[config.mk]
export PLATFORM = sky130hd
export DESIGN_NAME = reg_alias_table
export DESIGN_NICKNAME = d
export VERILOG_FILES = /design/src/rtl/reg_alias_table.sv
export SDC_FILE = /design/constraint.sdc
export NUM_CORES = 1
export LEC_CHECK = 0
export BUFFER_PORTS_ARGS = -buffer_cell sky130_fd_sc_hd__buf_2
export CAP_MARGIN = 20
export CORE_UTILIZATION = 58
export CTS_BUF_LIST = sky130_fd_sc_hd__clkbuf_16
export DETAILED_ROUTE_END_ITERATION = 6
export GPL_TIMING_DRIVEN = 0
export PLACE_DENSITY = 0.9
export RECOVER_POWER = 25
export SLEW_MARGIN = 20
export SYNTH_ARGS = -nofsm -noshare
export SYNTH_HDL_FRONTEND = slang
export SYNTH_SLANG_ARGS = --single-unit
export TNS_END_PERCENT = 50
[constraint.sdc]
create_clock -name clk -period 2 [get_ports clk]
set_input_delay 0.1 -clock clk [delete_from_list [all_inputs] [get_ports clk]]
set_output_delay 0.1 -clock clk [all_outputs]
set_load 0.1 [all_outputs]
[src/rtl/reg_alias_table.sv]
module reg_alias_table #(
  parameter int NUM_REGS = 8,
  parameter int TAG_W    = 5,
  parameter int NUM_WB   = 3
) (
  input  logic                    clk,
  input  logic                    rst_n,
  input  logic                    iss_valid,
  input  logic [$clog2(NUM_REGS)-1:0] iss_dst,
  input  logic [TAG_W-1:0]        iss_tag,
  input  logic [$clog2(NUM_REGS)-1:0] iss_src_a,
  input  logic [$clog2(NUM_REGS)-1:0] iss_src_b,
  output logic                    src_a_mapped,
  output logic                    src_a_ready,
  output logic [TAG_W-1:0]        src_a_tag,
  output logic                    src_b_mapped,
  output logic                    src_b_ready,
  output logic [TAG_W-1:0]        src_b_tag,
  input  logic [NUM_WB-1:0]       wb_valid,
  input  logic [NUM_WB*TAG_W-1:0] wb_tag,
  input  logic                    ret_valid,
  input  logic [TAG_W-1:0]        ret_tag
);
  localparam int IDX_W = $clog2(NUM_REGS);

  logic [NUM_REGS-1:0]            mapped_q;
  logic [NUM_REGS-1:0]            ready_q;
  logic [NUM_REGS-1:0][TAG_W-1:0] tag_q;

  for (genvar i = 0; i < NUM_REGS; i++) begin : g_entry
    logic iss_hit, ret_hit, wb_hit;

    assign iss_hit = iss_valid && (iss_dst == IDX_W'(i));
    assign ret_hit = ret_valid && mapped_q[i] && (tag_q[i] == ret_tag);

    always_comb begin
      wb_hit = 1'b0;
      for (int j = 0; j < NUM_WB; j++)
        if (wb_valid[j] && wb_tag[j*TAG_W +: TAG_W] == tag_q[i]) wb_hit = 1'b1;
    end

    always_ff @(posedge clk or negedge rst_n) begin
      if (!rst_n) begin
        mapped_q[i] <= 1'b0;
        ready_q[i]  <= 1'b1;
        tag_q[i]    <= '0;
      end else if (iss_hit) begin
        mapped_q[i] <= 1'b1;
        ready_q[i]  <= 1'b0;
        tag_q[i]    <= iss_tag;
      end else if (ret_hit) begin
        mapped_q[i] <= 1'b0;
        ready_q[i]  <= 1'b1;
      end else if (wb_hit && mapped_q[i]) begin
        ready_q[i]  <= 1'b1;
      end
    end
  end

  assign src_a_mapped = mapped_q[iss_src_a];
  assign src_a_ready  = ready_q[iss_src_a] | ~mapped_q[iss_src_a];
  assign src_a_tag    = mapped_q[iss_src_a] ? tag_q[iss_src_a] : '0;
  assign src_b_mapped = mapped_q[iss_src_b];
  assign src_b_ready  = ready_q[iss_src_b] | ~mapped_q[iss_src_b];
  assign src_b_tag    = mapped_q[iss_src_b] ? tag_q[iss_src_b] : '0;
endmodule

# [Word-level counts from Yosys, hierarchy flattened]
# Index checks and enable logic that the tools add are counted.
[classes] n_lt_le_gt_ge=2 eq_ne=39 muxes=78 bitwise_logic=4 n_reduce_logical=73
[op_table] operator="== test 5 bit" count=32
[op_table] operator="2-to-1 mux 1 bit" count=68
[op_table] operator="logical AND 1 bit" count=56
[op_table] operator="binary-select mux 5 bit (select 3 bit)" count=2
[op_table] operator="nonzero test 3 bit" count=8
[op_table] operator="2-to-1 mux 5 bit" count=4
[op_table] operator="nonzero test 2 bit" count=8
[op_table] operator="binary-select mux 1 bit (select 3 bit)" count=4
[op_table] operator="== test 3 bit (second input constant)" count=4
[op_table] operator="less-than comparator 3 x 4 -> 1 bit (second input constant)" count=2
[op_table] operator="== test 3 x 2 -> 1 bit (second input constant)" count=2
[op_table] operator="== test 3 x 1 -> 1 bit (second input constant)" count=1
[op_table] operator="zero test 3 bit" count=1
[op_table] operator="inverter 1 bit" count=2
[op_table] operator="OR 1 bit" count=2
[word_totals] ff_bits=56 inputBits=41 out_inout_bits=14

# [Longest topological paths before layout]
# Gate-level depths: netlist of the first run.
[logic_depth] depth_word=9 depth_mapped=6 ltp_nobuf=5

# [Worst setup path before layout of the first run]
# Ideal clock, no wire load.
[synth_timing] kind="register to output" startpoint="register tag_q[26] (netlist name)" endpoint="output src_a_tag[1]" t_arrival_ps=2158 slack_ps=-258 stages_incl_launch_ff=5 n_path_buf=1 cell_sequence="dfrtp_1 > clkbuf_1 > mux4_2 > mux2i_1 > nor2_1"
[synth_between] elab_chain_len=3
[synth_lines] item="start: declaration" line="28" rtl="logic [NUM_REGS-1:0][TAG_W-1:0] tag_q;"
[synth_lines] item="start signal: indexed assignment" line="50" rtl="tag_q[i] <= iss_tag;"
[synth_lines] item="binary-select mux 5 bit (select 3 bit)" line="62" rtl="assign src_a_tag = mapped_q[iss_src_a] ? tag_q[iss_src_a] : '0;"
[synth_lines] item="2-to-1 mux 5 bit (implied by the code)" line="62"
[synth_lines] item="2-to-1 mux 5 bit" line="62"
[synth_lines] item="end: declaration" line="15" rtl="output logic [TAG_W-1:0] src_a_tag,"
# Every way passes these cells. The select of a mux whose other input is x is not followed.

# [Final worst setup path of the first run]
[layout_timing] startpoint="register mapped_q[1]" endpoint="output src_a_ready"
[layout_between] elab_chain_len=4
[layout_lines] item="start: declaration" line="26" rtl="logic [NUM_REGS-1:0] mapped_q;"
[layout_lines] item="start signal: indexed assignment" line="44" rtl="mapped_q[i] <= 1'b0;"
[layout_lines] item="start signal: indexed assignment" line="48" rtl="mapped_q[i] <= 1'b1;"
[layout_lines] item="start signal: indexed assignment" line="52" rtl="mapped_q[i] <= 1'b0;"
[layout_lines] item="binary-select mux 1 bit (select 3 bit)" line="61" rtl="assign src_a_ready = ready_q[iss_src_a] | ~mapped_q[iss_src_a];"
[layout_lines] item="2-to-1 mux 1 bit (implied by the code)" line="61"
[layout_lines] item="inverter 1 bit" line="61"
[layout_lines] item="OR 1 bit" line="61"
[layout_lines] item="end: declaration" line="14" rtl="output logic src_a_ready,"
# Every way passes these cells. The select of a mux whose other input is x is not followed.

==> results by group, run 1 <==
Cells and area
  • Number of inserted diodes: 0
  • Core Util, Final: 65.6%
  • Layout cells sized above 1: 23.7%
  • Nets: 580
  • Final std cells w/o fill: 645
  • Area grow syn2layout: 7.20%
  • Most common cell after layout, fill and taps aside: xnor2_1
  • Most frequent cells in the layout: xnor2_1 (96), nand2_1 (93), xor2_1 (64)

Logic synthesis
  • Synthesized net count: 583
  • Yosys top cell by area: dfrtp_1
  • Register area share after synthesis: 27.5%
  • Post-Syn Area: 5130 µm²
  • Largest cells by area after synthesis: dfrtp_1 (23%), xnor2_1 (16%), xor2_1 (11%)
  • Mapped Cells: 542
  • Yosys reg bits: 56
  • Top cell type's share of synthesized area: 23.4%
  • Average cell area after synthesis: 9.46 µm²
  • Netlist cell types: 28
  • Synth warnings: 0

Die
  • Initial Util: 61.2%
  • Rows: 33
  • Die area: 9220 µm²
  • Area of the core: 8380 µm²
  • Die width: 96.0 µm
  • Die Y: 96.0 µm
  • IO Pins: 55

Clock tree
  • Worst skew pair latency: 0.29 ns
  • Clock root buffer: clkbuf_16
  • Clk sinks: 56
  • CTS H-tree lvls: 2
  • Clock Path Buffers: 2
  • CTS Buf Count: 5
  • Post-CTS Setup Bufs: 0
  • CTS tree: yes
  • Clk slew on worst S/H paths: 0.07 ns

Power
  • Cell Int Power: 3.29 mW
  • Sequential Power Share: 35.5%
  • Peak VDD IR: 0.000576 V
  • Logic pwr share: 50.7%
  • Sw Ratio: 47.7%
  • Clock power frac: 13.8%
  • Leakage dissipation: 2.22 nW
  • Power per cell area: 1150 nW/µm²
  • Psw: 3.01 mW

Timing
  • Worst-Margin Slew: 1.42 ns
  • Final setup violation count: 1
  • Rel. slew slack: 5.15%
  • Final Skew: 0.00264 ns
  • Setup slack after layout: -0.00626 ns
  • Final hold vios: 0
  • Tcrit/Tclk final: 100%
  • Fmax: 498 MHz
  • Fin crit period: 2.01 ns
  • Fin. max-slew vios: 0
  • RSZ-0062 raised after global routing: yes

Critical path
  • R2R setup slack: 0.38 ns
  • Critical path buffers and inverters: 2
  • Setup crit end kind: primary output
  • CP Cell Sequence: mux4_2 > mux2i_4 > inv_2 > nand2_2 > buf_12
  • Worst Reg-to-Reg Cells: 5
  • Worst EP arrival: 1.91 ns
  • Critical-path top delay cell: mux4_2
  • CP peak stage delay: 0.54 ns
  • Kind of cell adding the most delay to the critical path: multiplexers
  • Crit Path Category: flop to primary output
  • Worst Setup Start Kind: flop
  • Worst R2R Start: tag_q[7]
  • CP max FO: 6
  • Reg2reg end: mapped_q[1]
  • Worst Path Required: 1.90 ns

Min path
  • Hold Crit Start: iss_tag[0]
  • HP Class: primary input to flop
  • WHS Path Cells: 3
  • Hold EP: tag_q[25]

Routing
  • 1st-pass router iterations: 5
  • Wire per inst: 23.8 µm
  • First DRT Iteration DRCs: 497
  • Vias: 4300
  • DRC: 0
  • Post-route ant nets: 0
  • Routed WL: 15300 µm
  • Via/cell ratio: 6.67

Global route
  • Total track usage: 36.0%
  • Total gr overflow: 0
  • Vias in the first global route: 4478
  • Largest net degree at the start of global routing: 57
  • First-pass GRT wire length: 24100 µm
  • Initial antenna violation count: 0

Placement
  • Post-DP HPWL: 11100 µm
  • Placed Cells: 673
  • I/O Buffers: 26
  • Routability congestion estimate: 0.971

Run status
  • Status: complete, but fails checks
  • Failing checks: setup timing

Run
  • Max Cap Violations: 0
-- sequential cells by signal, summed over array words and instances (netlist names) --
register  flops
mapped_q      8
ready_q       8
tag_q        40
-- worst max path at each step --
stage                 from      endpoint  depth (start not counted)
2_1_floorplan    tag_q[28]  src_a_tag[3]                          4
3_3_place_gp   mapped_q[1]   src_a_ready                          5
3_5_place_dp   mapped_q[5]   src_b_ready                          5
4_1_cts           tag_q[3]  src_a_tag[3]                          5
5_1_grt        mapped_q[3]   src_a_ready                          5
6_report       mapped_q[1]   src_a_ready                          5
-- Yosys cell counts --
cell type and instances:
dfrtp_1 48, mux2_2 20, dfstp_2 8, a41oi_1 8, buf_4 2, mux2i_1 12
nand4b_1 1, inv_1 2, o22ai_1 8, nor3_2 2, inv_2 4, mux4_1 8
mux4_2 20, clkbuf_1 47, nor2_1 12, buf_2 20, nand4_1 25, a21o_1 4
nor4_1 16, a31oi_1 8, buf_1 3, xor2_1 64, buf_6 2, mux2i_4 2
or2_2 2, nand2_1 95, nand2b_1 3, xnor2_1 96
-- kinds of logic after synthesis --
kind of cell / count (synthesis) / share of synthesized area [%]
buf+inv: 80 / 6.78
mux: 62 / 20.5
flops: 56 / 27.5
simple gates: 156 / 14.0
xor+xnor: 160 / 27.3
compound gates: 28 / 3.90
-- layer usage --
metal	up-vias	routed length [µm]	track usage [%]
met5	-	0	0
met4	0	844	18.3
met3	84	1920	6.87
li1	1817	-	-
met2	347	6810	54.8
met1	2052	5780	49.1
-- cell type report --
class,instances,area [µm²]
Timing Repair Buffer,27,225
Clock buffer,5,125
Clock inverter,3,15.0
Buffer,37,189
Inverter,6,22.5
Sequential cell,56,1420
Fill cell,678,2880
Multi-Input combinational cell,406,3370
Tap cell,105,131
-- power groups by stage --
stage / Clock (mW) / Combinational (mW) / Sequential (mW)
floorplan: 0 / 2.86 / 1.64
global placement: 0 / 3.33 / 1.73
detailed placement: 0 / 3.45 / 1.75
CTS: 0.875 / 3.34 / 1.94
global route: 0.914 / 3.39 / 2.27
finish: 0.870 / 3.19 / 2.24
-- metrics by stage --
stage	power [mW]	setup WS, ns	hold WS [ns]	setup TNS, ns	instance area, µm²
floorplan	4.50	-0.258	-0.196	-2.54	5130
global placement	5.05	0.109	0.409	0	5400
detailed placement	5.20	0.0597	0.205	0	5400
CTS	6.15	-0.0148	0.136	-0.0148	5530
global route	6.57	-0.0412	0.131	-0.0907	5500
finish	6.30	-0.00626	0.139	-0.00626	5500
-- worst min-delay path, cell delays in order --
cell and delay [ns]:
buf_2 0.18, nand2_1 0.08, nand2_1 0.04
-- timing repair --
action / CTS / global route
gates resized for setup: 27 / 20
gates cloned: 0 / 0
hold buffers: 1 / 0
setup endpoints to repair: 14 / 14
hold endpoints to repair: 48 / 0
Note: power is estimated with default switching activity, not from simulation.
==> inputs of run 2 (changes only) <==
--- a/config.mk
+++ b/config.mk
@@ -12,7 +12,6 @@
 export DETAILED_ROUTE_END_ITERATION = 6
 export GPL_TIMING_DRIVEN = 0
 export PLACE_DENSITY = 0.9
-export RECOVER_POWER = 25
 export SLEW_MARGIN = 20
 export SYNTH_ARGS = -nofsm -noshare
 export SYNTH_HDL_FRONTEND = slang
==> run 2 against run 1 <==
The run still ends with setup timing left. Power about the same. Combinational power about the same. Count of clock-buffer cells in the layout unchanged. Clock power about the same. Utilization about the same. Routed wire length decreased by 0.20%. Hold slack improved by 0.00066 ns. Via count decreased by 0.26%. Register-to-register slack about the same. Highest routed layer unchanged.
==> results by group, run 2 (same netlist as run 1, synthesis figures left out) <==
Run status
  • Status: complete, but fails checks (unchanged)
  • Failing checks: setup timing (unchanged)

Timing
  • Fin. max-slew vios: 0 (unchanged)
  • Final Skew: 0.00308 ns (was 0.00264 ns)
  • Worst-Margin Slew: 0.738 ns (was 1.42 ns)
  • Fmax: 498 MHz (about the same)
  • Final setup violation count: 1 (unchanged)
  • Final hold vios: 0 (unchanged)
  • RSZ-0062 raised after global routing: yes (unchanged)
  • Rel. slew slack: 50.5% (was 5.15%)
  • Tcrit/Tclk final: 100% (about the same)
  • Fin crit period: 2.01 ns (about the same)
  • Hold Slack: 0.140 ns (was 0.139 ns)
  • Setup slack after layout: -0.00769 ns (was -0.00626 ns)

Clock tree
  • Clock Path Buffers: 2 (unchanged)
  • Clk slew on worst S/H paths: 0.07 ns (about the same)
  • CTS H-tree lvls: 2 (unchanged)
  • CTS tree: yes (unchanged)
  • Worst skew pair latency: 0.30 ns (was 0.29 ns)
  • Clock root buffer: clkbuf_16 (unchanged)
  • Post-CTS Setup Bufs: 0 (unchanged)
  • Clk sinks: 56 (unchanged)
  • CTS Buf Count: 5 (unchanged)

Power
  • Power per cell area: 1140 nW/µm² (was 1150 nW/µm²)
  • Peak VDD IR: 0.000577 V (was 0.000576 V)
  • Leakage dissipation: 2.22 nW (about the same)

Die
  • Die Y: 96.0 µm (unchanged)
  • Die area: 9220 µm² (unchanged)
  • Initial Util: 61.2% (unchanged)
  • Rows: 33 (unchanged)
  • IO Pins: 55 (unchanged)
  • Area of the core: 8380 µm² (unchanged)
  • Die width: 96.0 µm (unchanged)

Min path
  • Hold Crit Start: iss_tag[0] (unchanged)
  • HP Class: primary input to flop (unchanged)

Cells and area
  • Most common cell after layout, fill and taps aside: xnor2_1 (unchanged)
  • Number of inserted diodes: 0 (unchanged)
  • Layout cells sized above 1: 24.3% (was 23.7%)
  • Area grow syn2layout: 7.27% (was 7.20%)
  • Most frequent cells in the layout: xnor2_1 (96), nand2_1 (93), xor2_1 (64) (unchanged)
  • Nets: 580 (unchanged)
  • Final std cells w/o fill: 645 (unchanged)
  • Max reg flops: 40 (unchanged)
  • Fillcell total: 676 (was 678)
  • Reg with most FFs: tag_q (unchanged)
  • Top Registers: tag_q (40), mapped_q (8), ready_q (8) (unchanged)

Global route
  • Vias in the first global route: 4478 (unchanged)
  • First-pass GRT wire length: 24100 µm (unchanged)
  • Largest net degree at the start of global routing: 57 (unchanged)
  • Total track usage: 36.0% (unchanged)
  • Total gr overflow: 0 (unchanged)
  • Initial antenna violation count: 0 (unchanged)

Critical path
  • Critical path startpoint: mapped_q[3] (was mapped_q[1])
  • Worst Setup Start Kind: flop (unchanged)
  • Kind of cell adding the most delay to the critical path: multiplexers (unchanged)
  • Setup crit end kind: primary output (unchanged)
  • Critical-path top delay cell: mux4_2 (unchanged)
  • Worst Path Required: 1.90 ns (about the same)
  • CP max FO: 6 (unchanged)
  • Crit Path Category: flop to primary output (unchanged)
  • CP Cell Sequence: mux4_2 > mux2i_4 > inv_2 > nand2_2 > buf_12 (unchanged)
  • Critical path buffers and inverters: 2 (unchanged)
  • Worst R2R Start: tag_q[39] (was tag_q[7])
  • CP peak stage delay: 0.55 ns (was 0.54 ns)
  • Worst EP arrival: 1.91 ns (about the same)

Routing
  • DRC: 0 (unchanged)
  • Vias: 4289 (was 4300)
  • Wire per inst: 23.7 µm (was 23.8 µm)
  • First DRT Iteration DRCs: 478 (was 497)
  • Routed WL: 15300 µm (about the same)
  • 1st-pass router iterations: 5 (unchanged)
  • Post-route ant nets: 0 (unchanged)
  • Via/cell ratio: 6.65 (was 6.67)

Run
  • Max Cap Violations: 0 (unchanged)

Placement
  • Placed Cells: 673 (unchanged)
  • Routability congestion estimate: 0.971 (unchanged)
  • Post-DP HPWL: 11100 µm (unchanged)
  • I/O Buffers: 26 (unchanged)
  • Pre-CTS setup slack: 0.0597 ns (unchanged)
==> run 2: cell type report <==
type / count / area [µm²] / area share (%)
Inverter: 6 / 22.5 / 0.409
Clock inverter: 3 / 15.0 / 0.273
Sequential cell: 56 / 1420 / 25.8
Clock buffer: 5 / 125 / 2.27
Multi-Input combinational cell: 406 / 3370 / 61.3
Buffer: 37 / 189 / 3.43
Timing Repair Buffer: 27 / 229 / 4.16
Tap cell: 105 / 131 / 2.39
==> run 2: stage by stage <==
stage / area, µm² / utilization, % / total power [mW] / TNS (ns)
final: 5500 / 65.7 / 6.30 / -0.00769
after global routing: 5500 / 65.7 / 6.57 / -0.0907
after CTS: 5530 / 65.9 / 6.15 / -0.0148
after floorplan: 5130 / - / 4.50 / -2.54
after detailed placement: 5400 / 64.4 / 5.20 / 0
after global placement: 5400 / 64.4 / 5.05 / 0
==> run 2: where the power goes <==
part,internal [mW],switching (mW),total (mW)
clock,0.457,0.415,0.872
sequential,1.50,0.737,2.23
combinational,1.34,1.85,3.19
total,3.30,3.00,6.30
==> run 2: timing repair <==
| item | CTS | global route |
|---|---|---|
| hold buffers | 1 | 0 |
| gates resized for setup | 27 | 20 |
| endpoints found under the setup margin | 14 | 14 |
| pin swaps | 0 | 0 |
| hold endpoints to repair | 48 | 0 |
==> run 2: layer usage <==
| layer | wire length, µm | global-route usage (%) |
|---|---|---|
| met1 | 5770 | 49.1 |
| met2 | 6950 | 54.8 |
| met3 | 1900 | 6.87 |
| met4 | 702 | 18.3 |
| met5 | 0 | 0 |
==> run 2: worst paths after layout <==
| path | to | cells after the start | slack (ns) |
|---|---|---|---|
| min in group asynchronous | tag_q[20] | 2 | 0.40 |
| worst max register to register | mapped_q[7] | 5 | 0.37 |
| max in group asynchronous | mapped_q[3] | 2 | 1.07 |
| worst min register to register | mapped_q[6] | 2 | 0.57 |
| worst min-delay path | tag_q[25] | 3 | 0.14 |
| worst max-delay path | src_a_ready | 5 | -0.008 |
==> run 2: worst reg2reg max path: cells and delay by family, from the launching register on <==
| kind | cells | cell delay, ns |
|---|---|---|
| flops | 1 | 0.54 |
| xor+xnor | 1 | 0.22 |
| simple gates | 4 | 0.75 |
==> inputs of run 3 (changes only) <==
--- a/config.mk
+++ b/config.mk
@@ -7,11 +7,11 @@
 export LEC_CHECK = 0
 export BUFFER_PORTS_ARGS = -buffer_cell sky130_fd_sc_hd__buf_2
 export CAP_MARGIN = 20
-export CORE_UTILIZATION = 58
+export CORE_UTILIZATION = 48
 export CTS_BUF_LIST = sky130_fd_sc_hd__clkbuf_16
 export DETAILED_ROUTE_END_ITERATION = 6
 export GPL_TIMING_DRIVEN = 0
-export PLACE_DENSITY = 0.9
+export PLACE_DENSITY = 0.78
 export SLEW_MARGIN = 20
 export SYNTH_ARGS = -nofsm -noshare
 export SYNTH_HDL_FRONTEND = slang
==> run 3 against run 2 <==
The run now ends clean. Power is 0.89% higher. Clock skew is 0.0016 ns higher. Final area is 1.1% higher. Non-clock buffer count is 2 higher. Fmax is 1.4% higher. Die area is 20% higher. Final cell count is 5.1% higher. Count of clock-buffer cells in the layout stayed put. Sequential power hardly changed. Sequential cell count stayed put. Sequential share of layout area is 0.18 points lower. Largest cell class unchanged.
==> results by group, run 3 (same netlist as run 1, synthesis figures left out) <==
Power
  • Cell Int Power: 3.32 mW (was 3.30 mW)
  • Power per cell area: 1140 nW/µm² (about the same)
  • Psw: 3.03 mW (was 3.00 mW)
  • Sw Ratio: 47.7% (about the same)
  • Logic pwr share: 50.3% (was 50.7%)
  • Pwr Total: 6.35 mW (was 6.30 mW)
  • Clock power frac: 14.7% (was 13.8%)
  • Peak VDD IR: 0.00105 V (was 0.000577 V)
  • Leakage dissipation: 2.23 nW (was 2.22 nW)
  • Sequential Power Share: 34.9% (was 35.5%)

Clock tree
  • Worst skew pair latency: 0.30 ns (about the same)
  • CTS Buf Count: 5 (unchanged)
  • Clk slew on worst S/H paths: 0.08 ns (was 0.07 ns)
  • CTS H-tree lvls: 2 (unchanged)
  • Clk sinks: 56 (unchanged)
  • CTS tree: yes (unchanged)
  • Clock Path Buffers: 2 (unchanged)
  • Clock root buffer: clkbuf_16 (unchanged)

Global route
  • Initial antenna violation count: 0 (unchanged)
  • Vias in the first global route: 4204 (was 4478)
  • Largest net degree at the start of global routing: 57 (unchanged)
  • Total track usage: 28.6% (was 36.0%)
  • First-pass GRT wire length: 23600 µm (was 24100 µm)
  • Total gr overflow: 0 (unchanged)

Timing
  • Fin. max-slew vios: 0 (unchanged)
  • Tcrit/Tclk final: 99.0% (was 100%)
  • Final Skew: 0.00469 ns (was 0.00308 ns)
  • RSZ-0062 raised after global routing: yes (unchanged)
  • Setup slack after layout: 0.0199 ns (was -0.00769 ns)
  • Final hold vios: 0 (unchanged)
  • Final setup violation count: 0 (was 1)
  • Fin crit period: 1.98 ns (was 2.01 ns)
  • Rel. slew slack: 47.4% (was 50.5%)
  • Fmax: 505 MHz (was 498 MHz)
  • Worst-Margin Slew: 0.784 ns (was 0.738 ns)

Critical path
  • CP max FO: 7 (was 6)
  • Worst R2R Start: tag_q[7] (was tag_q[39])
  • Setup crit end kind: primary output (unchanged)
  • Crit Path Category: flop to primary output (unchanged)
  • Worst Path Required: 1.90 ns (about the same)
  • Worst EP arrival: 1.88 ns (was 1.91 ns)
  • Critical path startpoint: tag_q[38] (was mapped_q[3])
  • Worst Setup Start Kind: flop (unchanged)

Cells and area
  • Multi-input logic area: 3370 µm² (about the same)
  • Most frequent cells in the layout: xnor2_1 (96), nand2_1 (93), xor2_1 (64) (unchanged)
  • Top Registers: tag_q (40), mapped_q (8), ready_q (8) (unchanged)
  • Fillcell total: 915 (was 676)
  • Nets: 582 (was 580)
  • Max reg flops: 40 (unchanged)
  • Number of inserted diodes: 0 (unchanged)
  • Register area: 1420 µm² (about the same)
  • Most common cell after layout, fill and taps aside: xnor2_1 (unchanged)
  • Area grow syn2layout: 8.49% (was 7.27%)
  • Reg with most FFs: tag_q (unchanged)
  • Layout cells sized above 1: 25.3% (was 24.3%)

Die
  • Die area: 11100 µm² (was 9220 µm²)
  • Die Y: 105 µm (was 96.0 µm)
  • Area of the core: 10300 µm² (was 8380 µm²)
  • Rows: 37 (was 33)
  • Die width: 105 µm (was 96.0 µm)
  • Initial Util: 49.7% (was 61.2%)
  • IO Pins: 55 (unchanged)

Routing
  • Via/cell ratio: 6.30 (was 6.65)
  • 1st-pass router iterations: 5 (unchanged)
  • Vias: 4270 (was 4289)
  • Wire per inst: 23.0 µm (was 23.7 µm)
  • DRC: 0 (unchanged)
  • First DRT Iteration DRCs: 397 (was 478)
  • Post-route ant nets: 0 (unchanged)
  • Routed WL: 15600 µm (was 15300 µm)

Placement
  • Routability congestion estimate: 0.948 (was 0.971)
  • Pre-CTS setup slack: 0.0804 ns (was 0.0597 ns)
  • I/O Buffers: 26 (unchanged)
  • Post-DP HPWL: 11300 µm (was 11100 µm)

Run
  • Max Cap Violations: 0 (unchanged)

Min path
  • Hold Crit Start: iss_tag[4] (was iss_tag[0])
  • HP Class: primary input to flop (unchanged)

Run status
  • Status: completed (was complete, but fails checks)
## run 3: cell count changes in the layout (fill, tap and decap cells not counted), sizes merged
cell,delta
buf,-1
clkbuf,+3
## run 3: power by group through the flow
stage | Clock [mW] | Combinational, mW | Sequential [mW]
2_1_floorplan | 0 | 2.86 | 1.64
3_3_place_gp | 0 | 3.34 | 1.73
3_5_place_dp | 0 | 3.44 | 1.75
4_1_cts | 0.938 | 3.31 | 2.01
5_1_grt | 0.968 | 3.37 | 2.24
6_report | 0.935 | 3.20 | 2.22
## run 3: critical path: stages (launching register included)
cell and delay, ns:
dfrtp_1 0.53, mux4_2 0.54, mux2i_1 0.22, nor2_1 0.09, buf_6 0.19
## run 3: stage by stage
stage	hold WS [ns]	util (%)	setup TNS [ns]	cells	instance area (µm²)
after floorplan	-0.196	-	-2.54	542	5130
after global placement	0.428	52.6	0	704	5440
after detailed placement	0.202	52.7	0	704	5440
after CTS	0.128	54.0	0	690	5580
after global routing	0.144	53.9	-0.0508	678	5570
final	0.132	53.9	0	678	5570
## run 3: cell type report
type	count	share of cell area, %
clock inverters	3	0.495
plain buffers	39	3.55
flip-flops and latches	56	25.6
multi-input cells	406	60.5
inverters	6	0.405
repair buffers	27	4.18
well taps	136	3.06
clock buffers	5	2.25
## run 3: final timing paths
check | cells after the start | endpoint | slack, ns
setup / recovery | 4 | src_a_tag[3] | 0.02
hold / removal | 3 | tag_q[29] | 0.13
setup reg to reg | 5 | mapped_q[1] | 0.33
hold reg to reg | 2 | mapped_q[6] | 0.59
max in group asynchronous | 2 | mapped_q[1] | 1.07
min in group asynchronous | 2 | mapped_q[6] | 0.39
## run 3: repair_timing
action                     in CTS  in global routing
resized for setup              32                 16
setup endpoints to repair      14                 13
hold endpoints to repair       48                  0
hold buffers                    1                  0
setup buffers                   0                  0
## run 3: routing by layer
| layer | part of all wire (%) | global-route usage [%] | wire (µm) |
|---|---|---|---|
| met1 | 40 | 40.7 | 6270 |
| met2 | 45 | 44.0 | 6970 |
| met3 | 12 | 4.14 | 1880 |
| met4 | 3.1 | 11.2 | 485 |
| met5 | 0 | 0 | 0 |
